`src/rtl/hcr_pkg.sv`:
```
package hcr_pkg;
  localparam int unsigned CW = 32;
  localparam int unsigned SYW = 8;

  typedef enum logic [1:0] {
    RSP_OK    = 2'd0,
    RSP_UNDEF = 2'd1,
    RSP_TRAP  = 2'd2
  } rsp_e;

  typedef struct packed {
    logic [3:0] cp;
    logic [2:0] op1;
    logic [3:0] crn;
    logic [3:0] crm;
    logic [2:0] op2;
  } enc_t;

  localparam enc_t SEL_ENC = '{cp: 4'b1111, op1: 3'b100, crn: 4'b0001, crm: 4'b0001, op2: 3'b000};
  localparam logic [SYW-1:0] TRAP_SYND = 8'h03;

  localparam int unsigned B_RSV_HI  = 31;
  localparam int unsigned B_HVCDIS  = 29;
  localparam int unsigned B_RSV_LO  = 28;
  localparam int unsigned B_GETRAP  = 27;
  localparam int unsigned B_DEFCACH = 12;
  localparam int unsigned B_SERR_OV = 5;
  localparam int unsigned B_IRQ_OV  = 4;
  localparam int unsigned B_FIQ_OV  = 3;
  localparam int unsigned B_S2EN    = 0;
endpackage

```
`src/rtl/hcr_access_gate.sv`:
```
module hcr_access_gate
  import hcr_pkg::*;
#(
  parameter enc_t MATCH_ENC = SEL_ENC,
  parameter int unsigned SYND_W = SYW,
  parameter logic [SYND_W-1:0] SYND_VAL = TRAP_SYND
) (
  input  logic              valid,
  input  enc_t              enc,
  input  logic [1:0]        el,
  input  logic              ns,
  input  logic              el2_en,
  input  logic              t1,
  output logic              hit,
  output rsp_e              outcome,
  output logic [SYND_W-1:0] synd
);
  always_comb begin
    hit = valid && (enc == MATCH_ENC);
    outcome = RSP_UNDEF;
    synd = '0;
    unique case (el)
      2'd0: outcome = RSP_UNDEF;
      2'd1: begin
        if (el2_en && t1) begin
          outcome = RSP_TRAP;
          synd = SYND_VAL;
        end else begin
          outcome = RSP_UNDEF;
        end
      end
      2'd2: outcome = RSP_OK;
      default: outcome = ns ? RSP_OK : RSP_UNDEF;
    endcase
  end
endmodule

```
`src/rtl/hcr_store.sv`:
```
module hcr_store #(
  parameter int unsigned W = 32,
  parameter logic [W-1:0] KEEP_MASK = '1
) (
  input  logic         clk,
  input  logic         rst,
  input  logic         wr_en,
  input  logic [W-1:0] wdata,
  output logic [W-1:0] q,
  output logic [W-1:0] d
);
  always_comb begin
    d = q;
    if (wr_en) d = wdata & KEEP_MASK;
  end

  always_ff @(posedge clk) begin
    if (rst) q <= '0;
    else     q <= d;
  end
endmodule

```
`src/rtl/hcr_effective.sv`:
```
module hcr_effective
  import hcr_pkg::*;
#(
  parameter int unsigned W = CW
) (
  input  logic [W-1:0] stored,
  output logic [W-1:0] eff
);
  localparam int unsigned NOV = 3;
  localparam int unsigned OV_POS [NOV] = '{B_SERR_OV, B_IRQ_OV, B_FIQ_OV};

  logic [W-1:0] force_bits;

  always_comb begin
    force_bits = '0;
    force_bits[B_S2EN] = stored[B_DEFCACH];
  end

  for (genvar i = 0; i < W; i++) begin : g_bit
    logic ov_hit;
    always_comb begin
      ov_hit = 1'b0;
      for (int k = 0; k < NOV; k++) begin
        if (OV_POS[k] == i) ov_hit = 1'b1;
      end
    end
    assign eff[i] = stored[i] | force_bits[i] | (ov_hit & stored[B_GETRAP]);
  end
endmodule

```
`src/rtl/hcr_ctrl_reg.sv`:
```
module hcr_ctrl_reg
  import hcr_pkg::*;
#(
  parameter bit HAVE_TOP_LEVEL = 1'b1
) (
  input  logic            clk,
  input  logic            rst,
  input  logic            req_valid,
  input  logic            req_write,
  input  logic [1:0]      req_el,
  input  logic            req_ns,
  input  logic [3:0]      req_coproc,
  input  logic [2:0]      req_opc1,
  input  logic [3:0]      req_crn,
  input  logic [3:0]      req_crm,
  input  logic [2:0]      req_opc2,
  input  logic [CW-1:0]   req_wdata,
  input  logic            el2_enabled,
  input  logic            trap_t1,
  output logic            rsp_valid,
  output logic [1:0]      rsp_code,
  output logic [SYW-1:0]  rsp_syndrome,
  output logic [CW-1:0]   rsp_rdata,
  output logic [CW-1:0]   eff_ctrl
);
  localparam logic [CW-1:0] RSV_ALWAYS = (CW'(1) << B_RSV_HI) | (CW'(1) << B_RSV_LO);
  localparam logic [CW-1:0] RSV_COND   = HAVE_TOP_LEVEL ? '0 : (CW'(1) << B_HVCDIS);
  localparam logic [CW-1:0] KEEP       = ~(RSV_ALWAYS | RSV_COND);

  enc_t            enc;
  logic            hit;
  rsp_e            outcome;
  logic [SYW-1:0]  synd;
  logic            do_wr;
  logic            do_rd;
  logic [CW-1:0]   stored_q;
  logic [CW-1:0]   stored_d;
  logic [CW-1:0]   eff_d;

  assign enc = '{cp: req_coproc, op1: req_opc1, crn: req_crn, crm: req_crm, op2: req_opc2};

  hcr_access_gate #(.MATCH_ENC(SEL_ENC), .SYND_W(SYW), .SYND_VAL(TRAP_SYND)) u_gate (
    .valid   (req_valid),
    .enc     (enc),
    .el      (req_el),
    .ns      (req_ns),
    .el2_en  (el2_enabled),
    .t1      (trap_t1),
    .hit     (hit),
    .outcome (outcome),
    .synd    (synd)
  );

  assign do_wr = hit && req_write  && (outcome == RSP_OK);
  assign do_rd = hit && !req_write && (outcome == RSP_OK);

  hcr_store #(.W(CW), .KEEP_MASK(KEEP)) u_store (
    .clk   (clk),
    .rst   (rst),
    .wr_en (do_wr),
    .wdata (req_wdata),
    .q     (stored_q),
    .d     (stored_d)
  );

  hcr_effective #(.W(CW)) u_eff (
    .stored (stored_d),
    .eff    (eff_d)
  );

  always_ff @(posedge clk) begin
    if (rst) begin
      rsp_valid    <= 1'b0;
      rsp_code     <= RSP_OK;
      rsp_syndrome <= '0;
      rsp_rdata    <= '0;
      eff_ctrl     <= '0;
    end else begin
      rsp_valid    <= hit;
      rsp_code     <= hit ? outcome : RSP_OK;
      rsp_syndrome <= hit ? synd : '0;
      rsp_rdata    <= do_rd ? stored_q : '0;
      eff_ctrl     <= eff_d;
    end
  end
endmodule

```
`config.mk`:
```
export PLATFORM = sky130hd
export DESIGN_NAME = hcr_ctrl_reg
export DESIGN_NICKNAME = d
export VERILOG_FILES = /design/src/rtl/hcr_pkg.sv /design/src/rtl/hcr_access_gate.sv /design/src/rtl/hcr_store.sv /design/src/rtl/hcr_effective.sv /design/src/rtl/hcr_ctrl_reg.sv
export SDC_FILE = /design/constraint.sdc
export NUM_CORES = 1
export LEC_CHECK = 0
export CORE_ASPECT_RATIO = 2
export CORE_MARGIN = 2
export CORE_UTILIZATION = 41
export CTS_CLUSTER_DIAMETER = 100
export CTS_CLUSTER_SIZE = 12
export DETAILED_ROUTE_END_ITERATION = 8
export GPL_TIMING_DRIVEN = 0
export PLACE_DENSITY = 0.88
export REMOVE_ABC_BUFFERS = 1
export SLEW_MARGIN = 40
export SYNTH_ARGS = -nofsm -noshare
export SYNTH_HDL_FRONTEND = slang
export SYNTH_SLANG_ARGS = --single-unit
```
`constraint.sdc`:
```
create_clock -name clk -period 1.6 [get_ports clk]
set_input_delay 0.32 -clock clk [delete_from_list [all_inputs] [get_ports clk]]
set_output_delay 0.32 -clock clk [all_outputs]
set_load 0.05 [all_outputs]
```
==> impl_metrics.sql, run 1 <==
INSERT INTO impl_metrics (metric_group, metric, value, unit) VALUES
('setup_path', 'cp_cell_sequence', 'dlygate4sd2_1 -> nor4b_4 -> nand4_4 -> buf_6 -> buf_4 -> o31ai_4 -> a21oi_1', ''),
('clock_tree', 'clkSinkCount', '68', ''),
('sta', 'timing.hold.ws', '0.474', 'ns'),
('final_layout', 'layout-area-overhead-vs-synth', '64.6', '%'),
('yosys', 'ys_warn_count', '0', ''),
('sta', 'clock.fmax', '0.632', 'GHz'),
('floorplan', 'die_x', '62.4', 'um'),
('sta', 'setup_viol_count_final', '0', ''),
('setup_path', 'critical_path.startpoint_type', 'input pin', ''),
('setup_path', 'critical_path_peak_fanout', '4', ''),
('clock_tree', 'cts_inserted_buffers', '9', ''),
('final_layout', 'layoutNonFillerInstCount', '496', ''),
('sta', 'totalNegativeSetupSlack', '0', 'ns'),
('detailed_routing', 'totalWireLength', '9.91', 'mm'),
('yosys', 'yosysUniqueCellTypes', '27', ''),
('power_and_ir_drop', 'power-per-cell-area', '848', 'nW/um^2'),
('detailed_routing', 'via_count', '2791', ''),
('final_layout', 'final_layout_size_suffix_gt1_share', '23.0', '%'),
('hold_path', 'min_path_cells', '2', ''),
('clock_tree', 'cts_tree', 'yes', ''),
('clock_tree', 'cts-root-to-sink-buffers', '2', ''),
('sta', 'skew', '0.00363', 'ns'),
('setup_path', 'worstPathRequired', '1.77', 'ns'),
('placed_design', 'routabilityCongestion', '0.769', ''),
('setup_path', 'worst-endpoint-arrival', '1.76', 'ns'),
('sta', 'share_of_the_cycle_needed_by_the_critical_path_after_routing', '98.9', '%'),
('clock_tree', 'ctsHtreeMaxLevel', '3', ''),
('global_route', 'number_of_global_route_vias_before_repair', '2830', ''),
('hold_path', 'worstHoldPathType', 'register to register', ''),
('setup_path', 'critical-path-slowest-cell', 'sky130_fd_sc_hd__nor4b_4', ''),
('sta', 'maxSlewViolCount', '0', ''),
('setup_path', 'reg2regPathDepth', '2', ''),
('placed_design', 'numPortBuffers', '121', ''),
('setup_path', 'worst-setup-path-type', 'input pin to register', ''),
('sta', 'finalHoldViolations', '0', ''),
('clock_tree', 'clock_latency', '0.33', 'ns'),
('setup_path', 'r2r_slack', '0.76', 'ns'),
('detailed_routing', 'firstDrtPassIters', '4', ''),
('placed_design', 'dpl.cell_count', '442', ''),
('placed_design', 'hpwlAfterDp', '5.07', 'mm'),
('detailed_routing', 'antenna_violating_nets_post_route', '0', ''),
('global_route', 'grt_antenna_before_repair', '0', ''),
('sta', 'post-route-min-period', '1.58', 'ns'),
('clock_tree', 'cts.clk_slew.worst_paths', '0.05', 'ns'),
('floorplan', 'std_cell_rows', '42', ''),
('final_layout', 'most_used_cells_in_the_layout_excluding_fill_and_tap_cells', 'sky130_fd_sc_hd__dfxtp_1 (68), sky130_fd_sc_hd__dlygate4sd2_1 (67), sky130_fd_sc_hd__clkdlybuf4s50_1 (32)', ''),
('detailed_routing', 'viasPerCell', '5.63', ''),
('global_route', 'largest_net_degree_at_the_start_of_global_routing', '37', ''),
('global_route', 'global_route.usage.total', '25.9', '%'),
('sta', 'rsz_0062_raised_after_global_routing', 'yes', ''),
('sta', 'worst_slew_margin_rel', '51.1', '%'),
('floorplan', 'io-pin-count', '134', ''),
('power_and_ir_drop', 'total_power', '3910', 'uW'),
('setup_path', 'cp.depth', '7', ''),
('floorplan', 'core-area', '6620', 'sq um'),
('clock_tree', 'clockRootBuffer', 'sky130_fd_sc_hd__clkbuf_16', ''),
('yosys', 'synth.yosys.seq_area_share', '48.6', '%'),
('setup_path', 'critical_path_buf_inv_count', '3', ''),
('final_layout', 'layout.nets', '463', ''),
('yosys', 'syn_inst', '287', ''),
('setup_path', 'slowest_delay', '0.32', 'ns'),
('floorplan', 'initial_utilization', '42.3', '%'),
('run', 'timing.max_cap.violations', '0', ''),
('setup_path', 'endpoint_kind', 'register', ''),
('status', 'status', 'finished, final reports clean', ''),
('yosys', 'avgSynthCellArea', '9.75', 'sq um'),
('final_layout', 'antennaDiodeCount', '0', ''),
('final_layout', 'mostFrequentLayoutCell', 'sky130_fd_sc_hd__dfxtp_1', ''),
('yosys', 'register_bit_count_reported_by_yosys', '68', ''),
('setup_path', 'cp_top_family', 'buffers and inverters', ''),
('floorplan', 'floorplan.die_area', '7540', 'sq um');
worst paths after layout:
kind,startpoint,endpoint
worst min-delay path,eff_ctrl[30],eff_ctrl[30]
worst max register to register,u_store.q[3],eff_ctrl[3]
worst max-delay path,req_opc2[1],eff_ctrl[12]
worst min register to register,eff_ctrl[30],eff_ctrl[30]
per-layer routing:
layer  global-route usage, %  wire length, um  vias up
met4                    15.8              331        0
met2                    44.8             5300      173
met3                    5.58              697       29
met5                       0                0        -
li1                        -                -     1254
met1                    28.6             3590     1335
worst min-delay path: cells and delay by family, from the launching register on:
kind,cells,cell delay (ns)
AO/OA/AOI/OAI,2,0.12
flip-flops,1,0.31
sequential cells by signal (all words and copies together) (netlist names):
name,count
u_store.q,4
rsp_rdata,30
rsp_syndrome,1
rsp_code,2
eff_ctrl,30
rsp_valid,1
cells by family (layout without fill, tap and decap cells):
group | Yosys count | count (layout) | synth area share [%]
buffers and inverters | 66 | 170 | 15.0
flip-flops | 68 | 68 | 48.6
other | 1 | 10 | 0.134
AO/OA/AOI/OAI | 69 | 69 | 16.2
AND/OR/NAND/NOR | 83 | 91 | 20.1
Yosys cell counts:
cell type | n | share of area [%]
sky130_fd_sc_hd__and4_1 | 1 | 0.31
sky130_fd_sc_hd__dfxtp_1 | 68 | 49
sky130_fd_sc_hd__nand3_1 | 2 | 0.36
sky130_fd_sc_hd__inv_1 | 1 | 0.13
sky130_fd_sc_hd__clkbuf_1 | 17 | 2.3
sky130_fd_sc_hd__nor2_1 | 5 | 0.67
sky130_fd_sc_hd__and2_1 | 30 | 6.7
sky130_fd_sc_hd__nand3_2 | 1 | 0.36
sky130_fd_sc_hd__buf_2 | 8 | 1.4
sky130_fd_sc_hd__o31ai_1 | 30 | 8.0
sky130_fd_sc_hd__a21oi_1 | 30 | 5.4
sky130_fd_sc_hd__and4bb_2 | 1 | 0.45
sky130_fd_sc_hd__a311oi_1 | 4 | 1.3
sky130_fd_sc_hd__or3_1 | 1 | 0.22
sky130_fd_sc_hd__buf_6 | 3 | 1.2
sky130_fd_sc_hd__nor3_1 | 3 | 0.54
sky130_fd_sc_hd__a211oi_1 | 4 | 1.1
sky130_fd_sc_hd__nor4b_2 | 3 | 1.6
sky130_fd_sc_hd__nand2b_1 | 1 | 0.22
sky130_fd_sc_hd__nor4_4 | 1 | 0.76
sky130_fd_sc_hd__buf_4 | 37 | 9.9
sky130_fd_sc_hd__nand4_1 | 30 | 6.7
sky130_fd_sc_hd__nand3b_1 | 1 | 0.27
sky130_fd_sc_hd__conb_1 | 1 | 0.13
sky130_fd_sc_hd__and3_1 | 2 | 0.45
sky130_fd_sc_hd__nand4_2 | 1 | 0.45
sky130_fd_sc_hd__a211oi_2 | 1 | 0.45
where the power goes:
part           internal, uW  switching [uW]  leakage, uW
sequential             1700        0.000367     0.000547
clock                  1240             668     0.000140
combinational           128             179      0.00129
total                  3060             847      0.00198
layout make-up:
cell class | instances | area (sq um) | area share [%]
clock buffer | 13 | 250 | 5.43
clock inverter | 2 | 35.0 | 0.760
inverter | 1 | 3.75 | 0.0815
multi-input combinational | 170 | 1370 | 29.8
sequential | 68 | 1360 | 29.5
tap | 88 | 110 | 2.39
timing repair buffer | 154 | 1470 | 32.0
what timing repair did:
| item | CTS | global route |
|---|---|---|
| gates resized for setup | 118 | 46 |
| endpoints found under the setup margin | 133 | 64 |
| setup buffers | 24 | 6 |
| pin swaps | 11 | 14 |
| cloned | 8 | 2 |
| hold buffers | 0 | 0 |
metrics by stage:
stage | instance area (sq um) | worst slack [ns] | utilization [%]
6_report | 4610 | 0.0170 | 69.6
5_1_grt | 4610 | -0.0145 | 69.6
4_1_cts | 4410 | -0.000687 | 66.6
3_5_place_dp | 3770 | -1.22 | 56.9
3_3_place_gp | 3740 | -1.87 | 56.5
2_1_floorplan | 2420 | -0.588 | -
No activity file was read; power rests on OpenSTA's default activity.
==> run 2, diff against run 1 <==
- CAP_MARGIN: default -> 0
- CELL_PAD_IN_SITES_DETAIL_PLACEMENT: default -> 1
- CELL_PAD_IN_SITES_GLOBAL_PLACEMENT: default -> 1
- CORE_UTILIZATION: 41 -> 29
- PLACE_DENSITY: 0.88 -> 0.86
- RECOVER_POWER: default -> 100
==> impl_metrics.sql, run 2 (synthesis gave the netlist of run 1 again) <==
INSERT INTO impl_metrics (metric_group, metric, value, unit) VALUES
('status', 'status', 'finished, final reports clean', ''),
('sta', 'tightest_pin_transition', '0.540', 'ns'),
('setup_path', 'worst-endpoint-arrival', '1.77', 'ns'),
('final_layout', 'layout-area-overhead-vs-synth', '62.6', '%'),
('clock_tree', 'ctsHtreeMaxLevel', '3', ''),
('final_layout', 'layoutNonFillerInstCount', '519', ''),
('sta', 'clock.fmax', '0.632', 'GHz'),
('sta', 'totalNegativeSetupSlack', '0', 'ns'),
('setup_path', 'critical_path_peak_fanout', '8', ''),
('sta', 'finalHoldViolations', '0', ''),
('setup_path', 'endpoint_kind', 'register', ''),
('clock_tree', 'clockRootBuffer', 'sky130_fd_sc_hd__clkbuf_16', ''),
('global_route', 'number_of_global_route_vias_before_repair', '2888', ''),
('global_route', 'grt_antenna_before_repair', '0', ''),
('setup_path', 'worst-setup-path-type', 'input pin to register', ''),
('floorplan', 'std_cell_rows', '50', ''),
('floorplan', 'core-area', '9380', 'sq um'),
('global_route', 'grt_pass1_wl', '16.1', 'mm'),
('power_and_ir_drop', 'power-per-cell-area', '851', 'nW/um^2'),
('floorplan', 'die_height', '143', 'um'),
('setup_path', 'critical_path.reg2reg.startpoint', 'eff_ctrl[27]', ''),
('clock_tree', 'cts.clk_slew.worst_paths', '0.05', 'ns'),
('final_layout', 'layout.nets', '469', ''),
('run', 'timing.max_cap.violations', '0', ''),
('setup_path', 'critical_path.startpoint', 'req_crm[0]', ''),
('power_and_ir_drop', 'power.ir.vdd_worst', '519', 'uV'),
('detailed_routing', 'antenna_violating_nets_post_route', '0', ''),
('final_layout', 'most_used_cells_in_the_layout_excluding_fill_and_tap_cells', 'sky130_fd_sc_hd__dfxtp_1 (68), sky130_fd_sc_hd__dlygate4sd2_1 (64), sky130_fd_sc_hd__clkdlybuf4s50_1 (32)', ''),
('setup_path', 'critical_path.startpoint_type', 'input pin', ''),
('clock_tree', 'hold_fix_buffers_at_cts', '0', ''),
('placed_design', 'dpl-instance-area', '3800', 'sq um'),
('hold_path', 'worst_hold_startpoint', 'req_el[1]', ''),
('setup_path', 'worstPathRequired', '1.79', 'ns'),
('clock_tree', 'cts_inserted_buffers', '9', ''),
('final_layout', 'layout.core_utilization', '48.5', '%'),
('detailed_routing', 'viasPerCell', '5.25', ''),
('final_layout', 'reg_top3', 'eff_ctrl (30), rsp_rdata (30), u_store.q (4)', ''),
('global_route', 'largest_net_degree_at_the_start_of_global_routing', '23', ''),
('hold_path', 'worstHoldPathType', 'input pin to register', ''),
('floorplan', 'floorplan.die_area', '10500', 'sq um'),
('detailed_routing', 'via_count', '2724', ''),
('sta', 'min_setup_slack_post_route', '0.0171', 'ns'),
('sta', 'share_of_the_cycle_needed_by_the_critical_path_after_routing', '98.9', '%'),
('floorplan', 'die_x', '73.5', 'um'),
('floorplan', 'io-pin-count', '134', ''),
('placed_design', 'numPortBuffers', '121', ''),
('sta', 'post-route-min-period', '1.58', 'ns'),
('final_layout', 'final_layout_size_suffix_gt1_share', '23.4', '%'),
('global_route', 'global_route.usage.total', '21.1', '%'),
('placed_design', 'hpwlAfterDp', '5.74', 'mm'),
('clock_tree', 'clock_latency', '0.32', 'ns'),
('clock_tree', 'clkSinkCount', '68', ''),
('sta', 'maxSlewViolCount', '0', ''),
('final_layout', 'mostFrequentLayoutCell', 'sky130_fd_sc_hd__dfxtp_1', ''),
('detailed_routing', 'firstDrtPassIters', '4', ''),
('detailed_routing', 'post_drt_wl_per_cell', '21.0', 'um'),
('global_route', 'globalRoute.totalOverflow', '0', ''),
('power_and_ir_drop', 'p_leak', '0.00202', 'uW'),
('clock_tree', 'cts_tree', 'yes', ''),
('detailed_routing', 'drt_first_iter_violations', '93', ''),
('floorplan', 'initial_utilization', '29.8', '%'),
('sta', 'worst_slew_margin_rel', '64.1', '%'),
('sta', 'skew', '0.00344', 'ns'),
('sta', 'setup_viol_count_final', '0', ''),
('final_layout', 'layout.cell_area.non_filler', '4550', 'sq um'),
('detailed_routing', 'totalWireLength', '10.9', 'mm'),
('placed_design', 'routabilityCongestion', '0.679', ''),
('final_layout', 'antennaDiodeCount', '0', ''),
('clock_tree', 'cts-root-to-sink-buffers', '2', ''),
('placed_design', 'dp_worst_setup_slack', '-1.49', 'ns'),
('detailed_routing', 'post-route-drc-count', '0', ''),
('placed_design', 'dpl.cell_count', '459', '');
[run 2: where the power goes]
group,total (uW),internal (uW),switching (uW)
logic,321,139,182
registers,1690,1690,0.000351
clock network,1860,1170,683
[run 2: cell type report]
class	count	area, sq um
clock buffers	15	278
flip-flops and latches	68	1360
inverters	1	3.75
clock inverters	1	5.00
repair buffers	161	1470
well taps	104	130
fillers	1053	4830
multi-input cells	169	1300
[run 2: metal layers]
metal | global-route usage (%) | share of wire (%) | vias to the layer above | wire length, um
li1 | - | - | 1255 | -
met2 | 40.2 | 57 | 119 | 6190
met3 | 3.67 | 5.5 | 14 | 595
met1 | 22.1 | 36 | 1336 | 3900
met5 | 0 | 0 | - | 0
met4 | 7.46 | 1.9 | 0 | 209
[run 2: critical path, stage by stage]
cell                            delay (ns)
sky130_fd_sc_hd__dlygate4sd2_1        0.20
sky130_fd_sc_hd__nor4b_4              0.22
sky130_fd_sc_hd__buf_4                0.18
sky130_fd_sc_hd__buf_4                0.11
sky130_fd_sc_hd__buf_4                0.13
sky130_fd_sc_hd__nand3_4              0.16
sky130_fd_sc_hd__o31ai_1              0.34
sky130_fd_sc_hd__a21oi_1              0.11
[run 2: timing repair]
action,CTS,global route
endpoints found under the setup margin,133,71
cloned,8,0
pin swaps,16,6
buffers inserted,26,10
resized for setup,122,34
hold endpoints to repair,0,0
[run 2: path summary, 6_finish.rpt]
check	to	slack (ns)	cells after the start
max	eff_ctrl[20]	0.02	8
min	rsp_syndrome[0]	0.38	2
max reg2reg	eff_ctrl[5]	0.77	2
min reg2reg	rsp_rdata[29]	0.48	1
[run 2: stage by stage]
stage               total power [uW]  hold WS (ns)
floorplan                       1820         0.389
global placement                1990         0.462
detailed placement              2000         0.471
CTS                             3920         0.439
global route                    4000         0.405
finish                          3870         0.379
